$ cat config.mk
export PLATFORM = sky130hd
export DESIGN_NAME = pinmux_ctrl
export DESIGN_NICKNAME = d
export VERILOG_FILES = /design/src/rtl/pinmux_pkg.sv /design/src/rtl/pinmux_unlock.sv /design/src/rtl/pinmux_regs.sv /design/src/rtl/pinmux_decode.sv /design/src/rtl/pinmux_ctrl.sv
export SDC_FILE = /design/constraint.sdc
export NUM_CORES = 2
export LEC_CHECK = 0
export ABC_AREA = 1
export BUFFER_PORTS_ARGS = -buffer_cell sky130_fd_sc_hd__buf_2
export CAP_MARGIN = 20
export CORE_AREA = 2 2 358 360
export CTS_CLUSTER_DIAMETER = 150
export DETAILED_ROUTE_END_ITERATION = 16
export DIE_AREA = 0 0 360 362
export PLACE_DENSITY = 0.55
export SLEW_MARGIN = 0
export SYNTH_ARGS = -nofsm -noshare
export SYNTH_HDL_FRONTEND = slang
export SYNTH_SLANG_ARGS = --single-unit
$ cat constraint.sdc
create_clock -name clk -period 10.5 [get_ports clk]
set_clock_uncertainty 0.1 [all_clocks]
set_input_delay 1.575 -clock clk [delete_from_list [all_inputs] [get_ports clk]]
set_output_delay 1.575 -clock clk [all_outputs]
set_load 0.005 [all_outputs]
$ cat src/rtl/pinmux_pkg.sv
// Package: shared constants, region type and address decode for the
// guarded pin configuration bank. Assumes 32-bit registers, byte offsets.
package pinmux_pkg;
    localparam int ADDR_W  = 12;
    localparam int DATA_W  = 32;
    localparam int SLOT_W  = 4;
    localparam int CODE_W  = 3;
    localparam int MA_W    = 5;

    typedef enum logic [3:0] {
        RG_NONE, RG_UNLOCK, RG_MODE, RG_FUNC, RG_DRV,
        RG_PEN, RG_PDIR, RG_VSEL, RG_STAT
    } region_e;

    typedef struct packed {
        region_e    rg;
        logic [5:0] idx;
    } dec_t;

    // Map a byte offset to a region and register index; out of range -> RG_NONE.
    function automatic dec_t decode_addr(logic [ADDR_W-1:0] a, int bit_regs, int slot_regs);
        dec_t d;
        int   n;
        d.idx = a[7:2];
        d.rg  = RG_NONE;
        n     = int'(a[7:2]);
        if (a[1:0] == 2'b00) begin
            case (a[11:8])
                4'h0: if (a[7:0] == 8'h00) d.rg = RG_UNLOCK;
                4'h1: if (n < bit_regs)  d.rg = RG_MODE;
                4'h2: if (n < slot_regs) d.rg = RG_FUNC;
                4'h3: if (n < slot_regs) d.rg = RG_DRV;
                4'h4: if (n < bit_regs)  d.rg = RG_PEN;
                4'h5: if (n < bit_regs)  d.rg = RG_PDIR;
                4'h6: if (n < bit_regs)  d.rg = RG_VSEL;
                4'h7: if (a[7:0] == 8'h00) d.rg = RG_STAT;
                default: d.rg = RG_NONE;
            endcase
        end
        return d;
    endfunction

    // Guarded regions need a preceding complement key write.
    function automatic logic is_guarded(region_e r);
        return (r == RG_MODE) || (r == RG_FUNC) || (r == RG_DRV) || (r == RG_VSEL);
    endfunction
endpackage

$ cat src/rtl/pinmux_unlock.sv
// Module: write guard. Holds the last unlock key and whether it is still
// armed, judges guarded writes and keeps the sticky error flag.
// Assumes at most one bus access per cycle.
module pinmux_unlock
    import pinmux_pkg::*;
(
    input  logic              clk,
    input  logic              rst_n,
    input  logic              acc_en,
    input  logic              acc_we,
    input  region_e           acc_rg,
    input  logic [DATA_W-1:0] acc_wdata,
    output logic              pass_o,
    output logic              armed_o,
    output logic              err_o
);
    logic              armed_q;
    logic [DATA_W-1:0] key_q;
    logic              err_q;

    // A guarded write passes only against the complement of the stored key.
    assign pass_o  = armed_q && (key_q == ~acc_wdata);
    assign armed_o = armed_q;
    assign err_o   = err_q;

    // Arm on an unlock write; any other access disarms.
    always_ff @(posedge clk) begin
        if (!rst_n) begin
            armed_q <= 1'b0;
            key_q   <= '0;
        end else if (acc_en) begin
            if (acc_we && acc_rg == RG_UNLOCK) begin
                armed_q <= 1'b1;
                key_q   <= acc_wdata;
            end else begin
                armed_q <= 1'b0;
            end
        end
    end

    // Sticky error: set on a dropped guarded write, cleared by a status write.
    always_ff @(posedge clk) begin
        if (!rst_n) begin
            err_q <= 1'b0;
        end else if (acc_en && acc_we) begin
            if (is_guarded(acc_rg) && !pass_o) err_q <= 1'b1;
            else if (acc_rg == RG_STAT)        err_q <= 1'b0;
        end
    end
endmodule

$ cat src/rtl/pinmux_regs.sv
// Module: configuration storage and registered read path. Guarded regions
// are written only with pass_i high; drive slots keep only the code bits
// the pin owns (3 on even-mask pins, 2 otherwise).
module pinmux_regs
    import pinmux_pkg::*;
#(
    parameter int                    NUM_PINS  = 64,
    parameter logic [NUM_PINS-1:0]   DRV3_MASK = {(NUM_PINS/2){2'b01}}
) (
    input  logic                         clk,
    input  logic                         rst_n,
    input  logic                         acc_en,
    input  logic                         acc_we,
    input  dec_t                         acc_dec,
    input  logic [DATA_W-1:0]            acc_wdata,
    input  logic                         pass_i,
    input  logic                         err_i,
    output logic [NUM_PINS-1:0]          mode_o,
    output logic [NUM_PINS*SLOT_W-1:0]   func_o,
    output logic [NUM_PINS*CODE_W-1:0]   drv_code_o,
    output logic [NUM_PINS-1:0]          pen_o,
    output logic [NUM_PINS-1:0]          pdir_o,
    output logic [NUM_PINS-1:0]          vsel_o,
    output logic [DATA_W-1:0]            rdata_o
);
    localparam int SLOT_BITS = NUM_PINS * SLOT_W;

    // Per-slot keep mask derived from the width of each pin's drive field.
    function automatic logic [SLOT_BITS-1:0] keep_mask();
        logic [SLOT_BITS-1:0] m;
        for (int p = 0; p < NUM_PINS; p++)
            m[p*SLOT_W +: SLOT_W] = DRV3_MASK[p] ? 4'b0111 : 4'b0011;
        return m;
    endfunction
    localparam logic [SLOT_BITS-1:0] DRV_KEEP = keep_mask();

    logic [NUM_PINS-1:0]  mode_q, pen_q, pdir_q, vsel_q;
    logic [SLOT_BITS-1:0] func_q, drv_q;
    logic [DATA_W-1:0]    rd_mux, rdata_q;
    logic                 wr_ok;
    int                   base;

    // A write lands when unguarded, or when the guard passed it.
    assign wr_ok = acc_en && acc_we && (!is_guarded(acc_dec.rg) || pass_i);
    assign base  = int'(acc_dec.idx) * DATA_W;

    // Register storage update.
    always_ff @(posedge clk) begin
        if (!rst_n) begin
            mode_q <= '0; pen_q <= '0; pdir_q <= '0; vsel_q <= '0;
            func_q <= '0; drv_q <= '0;
        end else if (wr_ok) begin
            case (acc_dec.rg)
                RG_MODE: mode_q[base +: DATA_W] <= acc_wdata;
                RG_FUNC: func_q[base +: DATA_W] <= acc_wdata;
                RG_DRV:  drv_q[base +: DATA_W]  <= acc_wdata & DRV_KEEP[base +: DATA_W];
                RG_PEN:  pen_q[base +: DATA_W]  <= acc_wdata;
                RG_PDIR: pdir_q[base +: DATA_W] <= acc_wdata;
                RG_VSEL: vsel_q[base +: DATA_W] <= acc_wdata;
                default: ;
            endcase
        end
    end

    // Read data select; unmapped and unlock read zero.
    always_comb begin
        rd_mux = '0;
        case (acc_dec.rg)
            RG_MODE: rd_mux = mode_q[base +: DATA_W];
            RG_FUNC: rd_mux = func_q[base +: DATA_W];
            RG_DRV:  rd_mux = drv_q[base +: DATA_W];
            RG_PEN:  rd_mux = pen_q[base +: DATA_W];
            RG_PDIR: rd_mux = pdir_q[base +: DATA_W];
            RG_VSEL: rd_mux = vsel_q[base +: DATA_W];
            RG_STAT: rd_mux = {{(DATA_W-1){1'b0}}, err_i};
            default: rd_mux = '0;
        endcase
    end

    // Read data register, loaded on read requests only.
    always_ff @(posedge clk) begin
        if (!rst_n)                 rdata_q <= '0;
        else if (acc_en && !acc_we) rdata_q <= rd_mux;
    end

    // Hand the low code bits of each drive slot to the decoder.
    for (genvar p = 0; p < NUM_PINS; p++) begin : g_code
        assign drv_code_o[p*CODE_W +: CODE_W] = drv_q[p*SLOT_W +: CODE_W];
    end

    assign mode_o  = mode_q;
    assign func_o  = func_q;
    assign pen_o   = pen_q;
    assign pdir_o  = pdir_q;
    assign vsel_o  = vsel_q;
    assign rdata_o = rdata_q;
endmodule

$ cat src/rtl/pinmux_decode.sv
// Module: per-pin decode of stored fields into pad controls. Pure
// combinational; function output gated by mode, drive scaled to mA.
module pinmux_decode
    import pinmux_pkg::*;
#(
    parameter int                  NUM_PINS  = 64,
    parameter logic [NUM_PINS-1:0] DRV3_MASK = {(NUM_PINS/2){2'b01}}
) (
    input  logic [NUM_PINS-1:0]        mode_i,
    input  logic [NUM_PINS*SLOT_W-1:0] func_i,
    input  logic [NUM_PINS*CODE_W-1:0] drv_code_i,
    input  logic [NUM_PINS-1:0]        pen_i,
    input  logic [NUM_PINS-1:0]        pdir_i,
    input  logic [NUM_PINS-1:0]        vsel_i,
    output logic [NUM_PINS-1:0]        periph_o,
    output logic [NUM_PINS*SLOT_W-1:0] func_o,
    output logic [NUM_PINS*MA_W-1:0]   drv_ma_o,
    output logic [NUM_PINS-1:0]        pull_up_o,
    output logic [NUM_PINS-1:0]        pull_dn_o,
    output logic [NUM_PINS-1:0]        v33_o
);
    localparam logic [MA_W-1:0] STEP3 = 5'd3;
    localparam logic [MA_W-1:0] STEP2 = 5'd6;

    for (genvar p = 0; p < NUM_PINS; p++) begin : g_pin
        logic [MA_W-1:0] code_ext;
        // Widen the stored code and add one step.
        assign code_ext = {2'b00, drv_code_i[p*CODE_W +: CODE_W]} + 5'd1;
        // Function shown only in peripheral mode.
        assign func_o[p*SLOT_W +: SLOT_W] = mode_i[p] ? func_i[p*SLOT_W +: SLOT_W] : '0;
        if (DRV3_MASK[p]) begin : g_w3
            assign drv_ma_o[p*MA_W +: MA_W] = code_ext * STEP3;
        end else begin : g_w2
            assign drv_ma_o[p*MA_W +: MA_W] = code_ext * STEP2;
        end
    end

    assign periph_o  = mode_i;
    assign pull_up_o = pen_i & pdir_i;
    assign pull_dn_o = pen_i & ~pdir_i;
    assign v33_o     = vsel_i;
endmodule

$ cat src/rtl/pinmux_ctrl.sv
// Module: top of the guarded pin configuration bank. Decodes the bus
// offset once and shares it between the guard and the storage; assumes
// NUM_PINS is a multiple of 32 and at most 256.
module pinmux_ctrl
    import pinmux_pkg::*;
#(
    parameter int                  NUM_PINS  = 64,
    parameter logic [NUM_PINS-1:0] DRV3_MASK = {(NUM_PINS/2){2'b01}}
) (
    input  logic                         clk,
    input  logic                         rst_n,
    input  logic                         bus_en,
    input  logic                         bus_we,
    input  logic [11:0]                  bus_addr,
    input  logic [31:0]                  bus_wdata,
    output logic [31:0]                  bus_rdata,
    output logic                         lock_err,
    output logic [NUM_PINS-1:0]          pin_periph,
    output logic [NUM_PINS*4-1:0]        pin_func,
    output logic [NUM_PINS*5-1:0]        pin_drv_ma,
    output logic [NUM_PINS-1:0]          pin_pull_up,
    output logic [NUM_PINS-1:0]          pin_pull_dn,
    output logic [NUM_PINS-1:0]          pin_v33
);
    localparam int BIT_REGS  = NUM_PINS / DATA_W;
    localparam int SLOT_REGS = NUM_PINS * SLOT_W / DATA_W;

    dec_t                         dec;
    logic                         guard_pass, guard_armed;
    logic [NUM_PINS-1:0]          mode_w, pen_w, pdir_w, vsel_w;
    logic [NUM_PINS*SLOT_W-1:0]   func_w;
    logic [NUM_PINS*CODE_W-1:0]   code_w;

    // Single offset decode shared by guard and storage.
    assign dec = decode_addr(bus_addr, BIT_REGS, SLOT_REGS);

    pinmux_unlock u_guard (
        .clk(clk), .rst_n(rst_n), .acc_en(bus_en), .acc_we(bus_we),
        .acc_rg(dec.rg), .acc_wdata(bus_wdata),
        .pass_o(guard_pass), .armed_o(guard_armed), .err_o(lock_err)
    );

    pinmux_regs #(.NUM_PINS(NUM_PINS), .DRV3_MASK(DRV3_MASK)) u_regs (
        .clk(clk), .rst_n(rst_n), .acc_en(bus_en), .acc_we(bus_we),
        .acc_dec(dec), .acc_wdata(bus_wdata), .pass_i(guard_pass), .err_i(lock_err),
        .mode_o(mode_w), .func_o(func_w), .drv_code_o(code_w),
        .pen_o(pen_w), .pdir_o(pdir_w), .vsel_o(vsel_w), .rdata_o(bus_rdata)
    );

    pinmux_decode #(.NUM_PINS(NUM_PINS), .DRV3_MASK(DRV3_MASK)) u_dec (
        .mode_i(mode_w), .func_i(func_w), .drv_code_i(code_w),
        .pen_i(pen_w), .pdir_i(pdir_w), .vsel_i(vsel_w),
        .periph_o(pin_periph), .func_o(pin_func), .drv_ma_o(pin_drv_ma),
        .pull_up_o(pin_pull_up), .pull_dn_o(pin_pull_dn), .v33_o(pin_v33)
    );
endmodule

# Word level (Yosys, flattened, before mapping)
# Cells that the tools add are included.
[word_totals]
rom_bits = 0
ramBits = 0
out_inout_bits = 865
n_memories = 0
ff_bits = 834
latch_bits = 0
[op_classes]
mux = 84
bitwise_logic = 5
order_cmp = 2
multipliers = 64
n_div = 0
shift = 12
eq_ne = 16
reduce_logical = 25
add_sub_neg = 65
[ops]
columns = ["cell", "n"]
rows = [
  ["256-bit bitwise mux", 2],
  ["256-bit by 12-bit indexed part select with 32-bit output", 2],
  ["32-bit by 33-bit indexed part select with 256-bit output", 2],
  ["4-bit two-way mux", 66],
  ["3-bit by 1-bit adder with 4-bit output (second input constant)", 64],
  ["64-bit bitwise mux", 4],
  ["32-bit by 33-bit variable shift with 256-bit output (first input constant)", 1],
  ["256-bit by 12-bit indexed part select with 32-bit output (first input constant)", 1],
  ["64-bit by 12-bit indexed part select with 32-bit output", 4],
  ["32-bit case mux with 7 select lines", 1],
  ["5-bit by 2-bit multiplier with 4-bit output (second input constant)", 32],
  ["5-bit by 2-bit multiplier with 5-bit output (second input constant)", 32],
  ["64-bit AND", 2],
  ["64-bit NOT", 1],
  ["32-bit by 33-bit variable shift with 64-bit output (first input constant)", 1],
  ["32-bit by 33-bit indexed part select with 64-bit output", 1],
  ["11-bit negation with 33-bit output", 1],
  ["32-bit AND", 1],
  ["32-bit == test", 1],
  ["4-bit by 3-bit == test with 1-bit output (second input constant)", 8],
  ["32-bit NOT", 1],
  ["4-bit case mux with 8 select lines", 1],
  ["4-bit by 2-bit == test with 1-bit output (second input constant)", 4],
  ["2-bit AND reduction", 8],
  ["other kinds (14)", 32],
]

# Depth between registers and ports, before layout
[depth]
ltp_word = 12
mapped_depth = 27
depth_no_buf = 20

# Cells and area by module
# Synthesis repeated with hierarchy kept, for this count alone.
[unflattened]
hier_cells = 7776
hier_area_um2 = 48164.9
[modules_own_cells]
columns = ["mod", "area_each_um2", "cells_per_inst", "n_inst"]
rows = [
  ["pinmux_regs", 34012.6, 5346, 1],
  ["pinmux_decode", 12022.8, 2063, 1],
  ["pinmux_unlock", 1921.8, 322, 1],
  ["pinmux_ctrl", 207.7, 45, 1],
]

# Worst setup path before layout
# Ideal clock, no wire load.
[synth_path]
kind = "input to register"
from = "in bus_addr[2]"
to = "reg u_regs.rdata_q[3], in the netlist u_regs.rdata_o[3]"
setup_slack_ps = 5243
cell_stages = 23
n_path_buf = 8
arrival_time_ps = 5025
t_required_ps = 10268
path_cell_list = "clkbuf_1 > inv_1 > clkbuf_1 > clkbuf_1 > clkbuf_1 > buf_1 > ha_1 > nand2_1 > nor2_1 > nand2_1 > nand3_1 > nand2_1 > nor2_4 > nand2_1 > buf_4 > nand2_2 > buf_4 > buf_2 > o21ai_0 > o211ai_1 > nand3_1 > nand2_1 > a21oi_1"
[synth_via]
elab_chain_len = 6
elab_cells_between_ends = 27
classes_between = "2 x order compare; 7 x eq/ne; 6 x shift; 11 x mux; 1 x reduce/logical"
[synth_rtl]
columns = ["element", "line", "text"]
rows = [
  ["start: declaration", "pinmux_ctrl.sv:14", "input logic [11:0] bus_addr,"],
  ["6-bit by 2-bit < comparator with 1-bit output (tied with other cells)", "-", ""],
  ["3-bit two-way mux (tied with other cells)", "pinmux_pkg.sv:35", "4'h6: if (n < bit_regs) d.rg = RG_VSEL;"],
  ["4-bit case mux with 8 select lines", "pinmux_pkg.sv:28", "case (a[11:8])"],
  ["4-bit two-way mux", "pinmux_pkg.sv:27", "if (a[1:0] == 2'b00) begin"],
  ["4-bit == test (tied with other cells)", "pinmux_regs.sv:68", "case (acc_dec.rg)"],
  ["32-bit case mux with 7 select lines (*)", "pinmux_regs.sv:68", ""],
  ["end signal: assignment", "pinmux_regs.sv:83", "else if (acc_en && !acc_we) rdata_q <= rd_mux;"],
  ["end: declaration", "pinmux_regs.sv:39", "logic [DATA_W-1:0] rd_mux, rdata_q;"],
]
# Every way passes the cells marked *; elsewhere a longest branch is shown, timed or not.
# A chain may end at the register's enable or synchronous reset.

# Worst setup path after layout
[layout_path]
from = "in bus_addr[3]"
to = "reg u_regs.func_q[67], in the netlist u_regs.func_o[67]"
[layout_via]
elab_chain_len = 12
elab_cells_between_ends = 28
classes_between = "1 x add/sub; 2 x order compare; 4 x eq/ne; 2 x shift; 11 x mux; 8 x reduce/logical"
[layout_rtl]
columns = ["element", "line", "text"]
rows = [
  ["6-bit by 2-bit < comparator with 1-bit output (tied with other cells)", "-", ""],
  ["3-bit two-way mux (tied with other cells)", "pinmux_pkg.sv:35", ""],
  ["4-bit case mux with 8 select lines", "pinmux_pkg.sv:28", ""],
  ["4-bit two-way mux", "pinmux_pkg.sv:27", ""],
  ["4-bit by 2-bit == test with 1-bit output (on tied branches)", "pinmux_pkg.sv:45, pinmux_regs.sv:53", ""],
  ["1-bit logical OR (3 in a row)", "pinmux_pkg.sv:45", "return (r == RG_MODE) || (r == RG_FUNC) || (r == RG_DRV) || (r == RG_VSEL);"],
  ["1-bit zero test", "pinmux_regs.sv:44", "assign wr_ok = acc_en && acc_we && (!is_guarded(acc_dec.rg) || pass_i);"],
  ["1-bit logical OR", "pinmux_regs.sv:44", ""],
  ["1-bit logical AND", "pinmux_regs.sv:44", ""],
  ["2-bit AND reduction (no source line)", "-", ""],
  ["end signal: indexed assignment", "pinmux_regs.sv:55", "RG_FUNC: func_q[base +: DATA_W] <= acc_wdata;"],
  ["end: declaration", "pinmux_regs.sv:38", "logic [SLOT_BITS-1:0] func_q, drv_q;"],
]
# Several ways; a longest one is shown, not always the timed one.

==> flow_summary.rst <==
.. list-table::
   :header-rows: 1

   * - Metric
     - Value
   * - Count of final hold-check violations
     - 0
   * - Number of antenna violations at the first check in global routing
     - 24
   * - Residual antenna-violating net count after detailed routing
     - 0
   * - Num rows
     - 131
   * - Async SR Flop Fraction
     - 0
   * - DRC marker count from the first detailed-route iteration
     - 6619
   * - Endpoint required time on the critical path
     - 10930 ps
   * - Setup Viol. Count Final
     - 0
   * - Clock tree from TritonCTS
     - yes
   * - Post-Route WL
     - 259000 µm
   * - Post-Synthesis Cells
     - 6623
   * - Port Buffer Count
     - 880
   * - Most used standard cell by instance count after synthesis
     - inv_1
   * - Worst-path cell with the longest stage delay
     - nand2_4
   * - Netlist Area Pre-Place
     - 45000 µm²
   * - # Post-CTS Setup Buffers
     - 0
   * - GRT Total Usage
     - 0.380
   * - Placement-stage worst setup slack
     - 2960 ps
   * - Critical Path Max Stage Delay
     - 580 ps
   * - Worst voltage drop across the vdd grid
     - 0.110 mV
   * - Total count of max-transition violations in the final report
     - 0
   * - Sum of overflow across all layers after global routing
     - 0
   * - Effective utilization at floorplan
     - 0.355
   * - Number of gates resized after cts
     - 0
   * - Top cells by instance count after synthesis
     - inv_1, nand2_1, a21oi_1, dfxtp_1, o21ai_0
   * - Maximum number of pins on one net before global-route repair
     - 209
   * - Clock period minus final worst setup slack
     - 6570 ps
   * - Slew HR
     - 0.176
   * - DIE AREA
     - 130000 µm²
   * - CTS clock-pin slew for the worst setup and hold paths
     - 60 ps
   * - Wire length of the first global-routing pass
     - 353000 µm
   * - Number of levels in the clock H-tree
     - 3
   * - Num ports
     - 913
   * - Clock Latency Late Sink
     - 700 ps
   * - Post-synthesis sequential area ratio
     - 0.328
   * - Vias in the first global route
     - 45900
   * - Number of flops mapped to enable cells by yosys
     - 0
   * - Worst EP arrival
     - 7000 ps
   * - Max FO, Critical Path
     - 43
   * - Critical Path, Cell by Cell
     - buf_2, inv_1, buf_16, ha_1, nand2_1, nor2_1, nand3_1, inv_1, a21oi_2, buf_4, nand2_4, nand4_1, nand2_1, nand2_4, nor2_8, nand2_2, buf_4, a21oi_1, a211oi_1
   * - Deepest clock path buffer count
     - 3
   * - Number of nets in the final layout
     - 7628
   * - DP HPWL
     - 199000 µm
   * - TritonCTS buffer count
     - 88
   * - Result of the run
     - finished clean
   * - Per-cell routed wire length
     - 28.7 µm
   * - # clock sinks
     - 738
   * - Path class of the lowest-slack min-delay path
     - flop to flop
   * - Final Cycle Share
     - 0.626
   * - Count of distinct cell types in the synthesized netlist
     - 41
   * - Areal power density over the cells
     - 124 nW/µm²
   * - Type of destination of the critical path
     - flop
   * - Unrepaired setup endpoints after global routing
     - no
   * - Post-synthesis to final-layout area growth
     - 19.2%
   * - Non-filler cells in the finished layout
     - 9017
   * - WS Path Type
     - primary input to flop
   * - Highest attainable clock frequency
     - 152 MHz
   * - Launching element type of the critical path
     - primary input
   * - Area of the core region
     - 127000 µm²
   * - Drt drc
     - 0
   * - Final worst slack
     - 3930 ps
   * - Core occupancy in the finished layout
     - 0.423
   * - Fraction of final layout cells sized beyond drive strength 1
     - 0.157
   * - Leading area contributor after synthesis
     - dfxtp_1
   * - Post-Syn Area per Cell
     - 6.79 µm²
   * - Clock root buffer
     - clkbuf_16
   * - Via Count
     - 49500
   * - First-pass detailed-route iteration total
     - 6
   * - Yosys synthesis warning count
     - 0
   * - Commonest register cell after synthesis
     - dfxtp_1
   * - # placed instances
     - 8846
   * - Horizontal extent of the die
     - 360 µm
   * - Total negative setup slack
     - 0 ps
   * - Final estimated routing congestion in global placement
     - 1.02
   * - Transition time at the pin with the least slew margin
     - 1230 ps
   * - Number of maximum-capacitance violations
     - 0
   * - Count of hold buffers inserted by post-cts repair
     - 0
   * - Floorplan die height
     - 362 µm
   * - Register bit count reported by yosys
     - 738
   * - Leakage power figure
     - 27.1 nW
   * - Per-cell via count in the routed design
     - 5.49
   * - Biggest area contributors in the synthesized netlist
     - dfxtp_1, inv_1, a21oi_1
   * - Area share of the largest cell type after synthesis
     - 0.328
worst max-delay path: cells and delay by family:
kind | cells | cell delay (ps)
AO/OA/AOI/OAI | 3 | 320
adder cells (fa/ha/maj) | 1 | 380
buffers and inverters | 6 | 1810
AND/OR/NAND/NOR | 9 | 2820
kinds of logic after synthesis:
family,count (synthesis),share of synthesized area
other cells,1,0.0000834
simple gates,1724,0.156
xor+xnor,205,0.0401
buf+inv,1821,0.158
fa+ha+maj,304,0.0939
flops,738,0.328
compound gates,1830,0.223
final timing paths:
path,startpoint,endpoint,slack (ps),cells past startpoint
max,bus_addr[3],u_regs.func_o[67]$_SDFFE_PN0P_,3930,19
min,u_guard.key_q[2]$_SDFFE_PN0P_,u_guard.key_q[2]$_SDFFE_PN0P_,360,2
max reg2reg,u_guard.key_q[11]$_SDFFE_PN0P_,u_regs.func_o[67]$_SDFFE_PN0P_,7010,14
min reg2reg,u_guard.key_q[2]$_SDFFE_PN0P_,u_guard.key_q[2]$_SDFFE_PN0P_,360,2
layout by cell type (no fill, tap or decap), types with 8 or more instances in the layout:
master	instances
a211oi_1	211
a21oi_1	761
buf_2	880
buf_4	75
bufinv_16	10
clkbuf_1	16
clkbuf_16	89
clkbuf_8	22
clkinv_2	11
conb_1	32
dfxtp_1	738
diode_2	8
fa_1	56
ha_1	248
inv_1	1377
nand2_1	910
nand2_2	17
nand3_1	152
nand4_1	20
nor2_1	470
nor3_1	121
nor4_1	14
o2111ai_1	8
o211ai_1	65
o21ai_0	567
o21ai_1	145
o221ai_1	21
o22ai_1	34
o31ai_1	10
xnor2_1	109
xor2_1	95
final cells by class:
class,count,area (µm²)
antenna,8,20.0
clock buffer,127,2590
clock inverter,34,490
fill,13700,73100
inverter,1390,5230
multi-input combinational,4095,23300
sequential,738,14800
tap,1662,2080
timing repair buffer,963,5120
report_power, final:
part	internal, W	leakage (nW)	switching [W]
logic	0.0000854	19.6	0.000388
registers	0.00280	5.94	0.000000229
clock network	0.00197	1.50	0.00140
state kept, by name (all words and copies together) (netlist names):
name             count
u_regs.func_o      256
u_guard.armed_o      1
u_guard.err_o        1
u_regs.pen_o        64
u_regs.rdata_o      32
u_regs.pdir_o       64
u_regs.drv_q       160
u_regs.mode_o       64
u_regs.vsel_o       64
u_guard.key_q       32
per-layer routing:
layer	track usage	share of wire	vias up	wire length, µm
met2	0.572	0.42	3016	110000
met1	0.483	0.39	23600	102000
li1	-	-	22300	-
met5	0	0.00061	-	157
met3	0.0935	0.11	613	27400
met4	0.248	0.075	24	19500
through the flow:
step | hold slack, ps | total power, W | instance area, µm²
after global placement | 346 | 0.00331 | 50400
after CTS | 359 | 0.00660 | 53500
after detailed placement | 350 | 0.00331 | 50500
after floorplan | 336 | 0.00310 | 45100
after global routing | 376 | 0.00674 | 53600
final | 357 | 0.00664 | 53600
No activity file was read; power rests on OpenSTA's default activity.
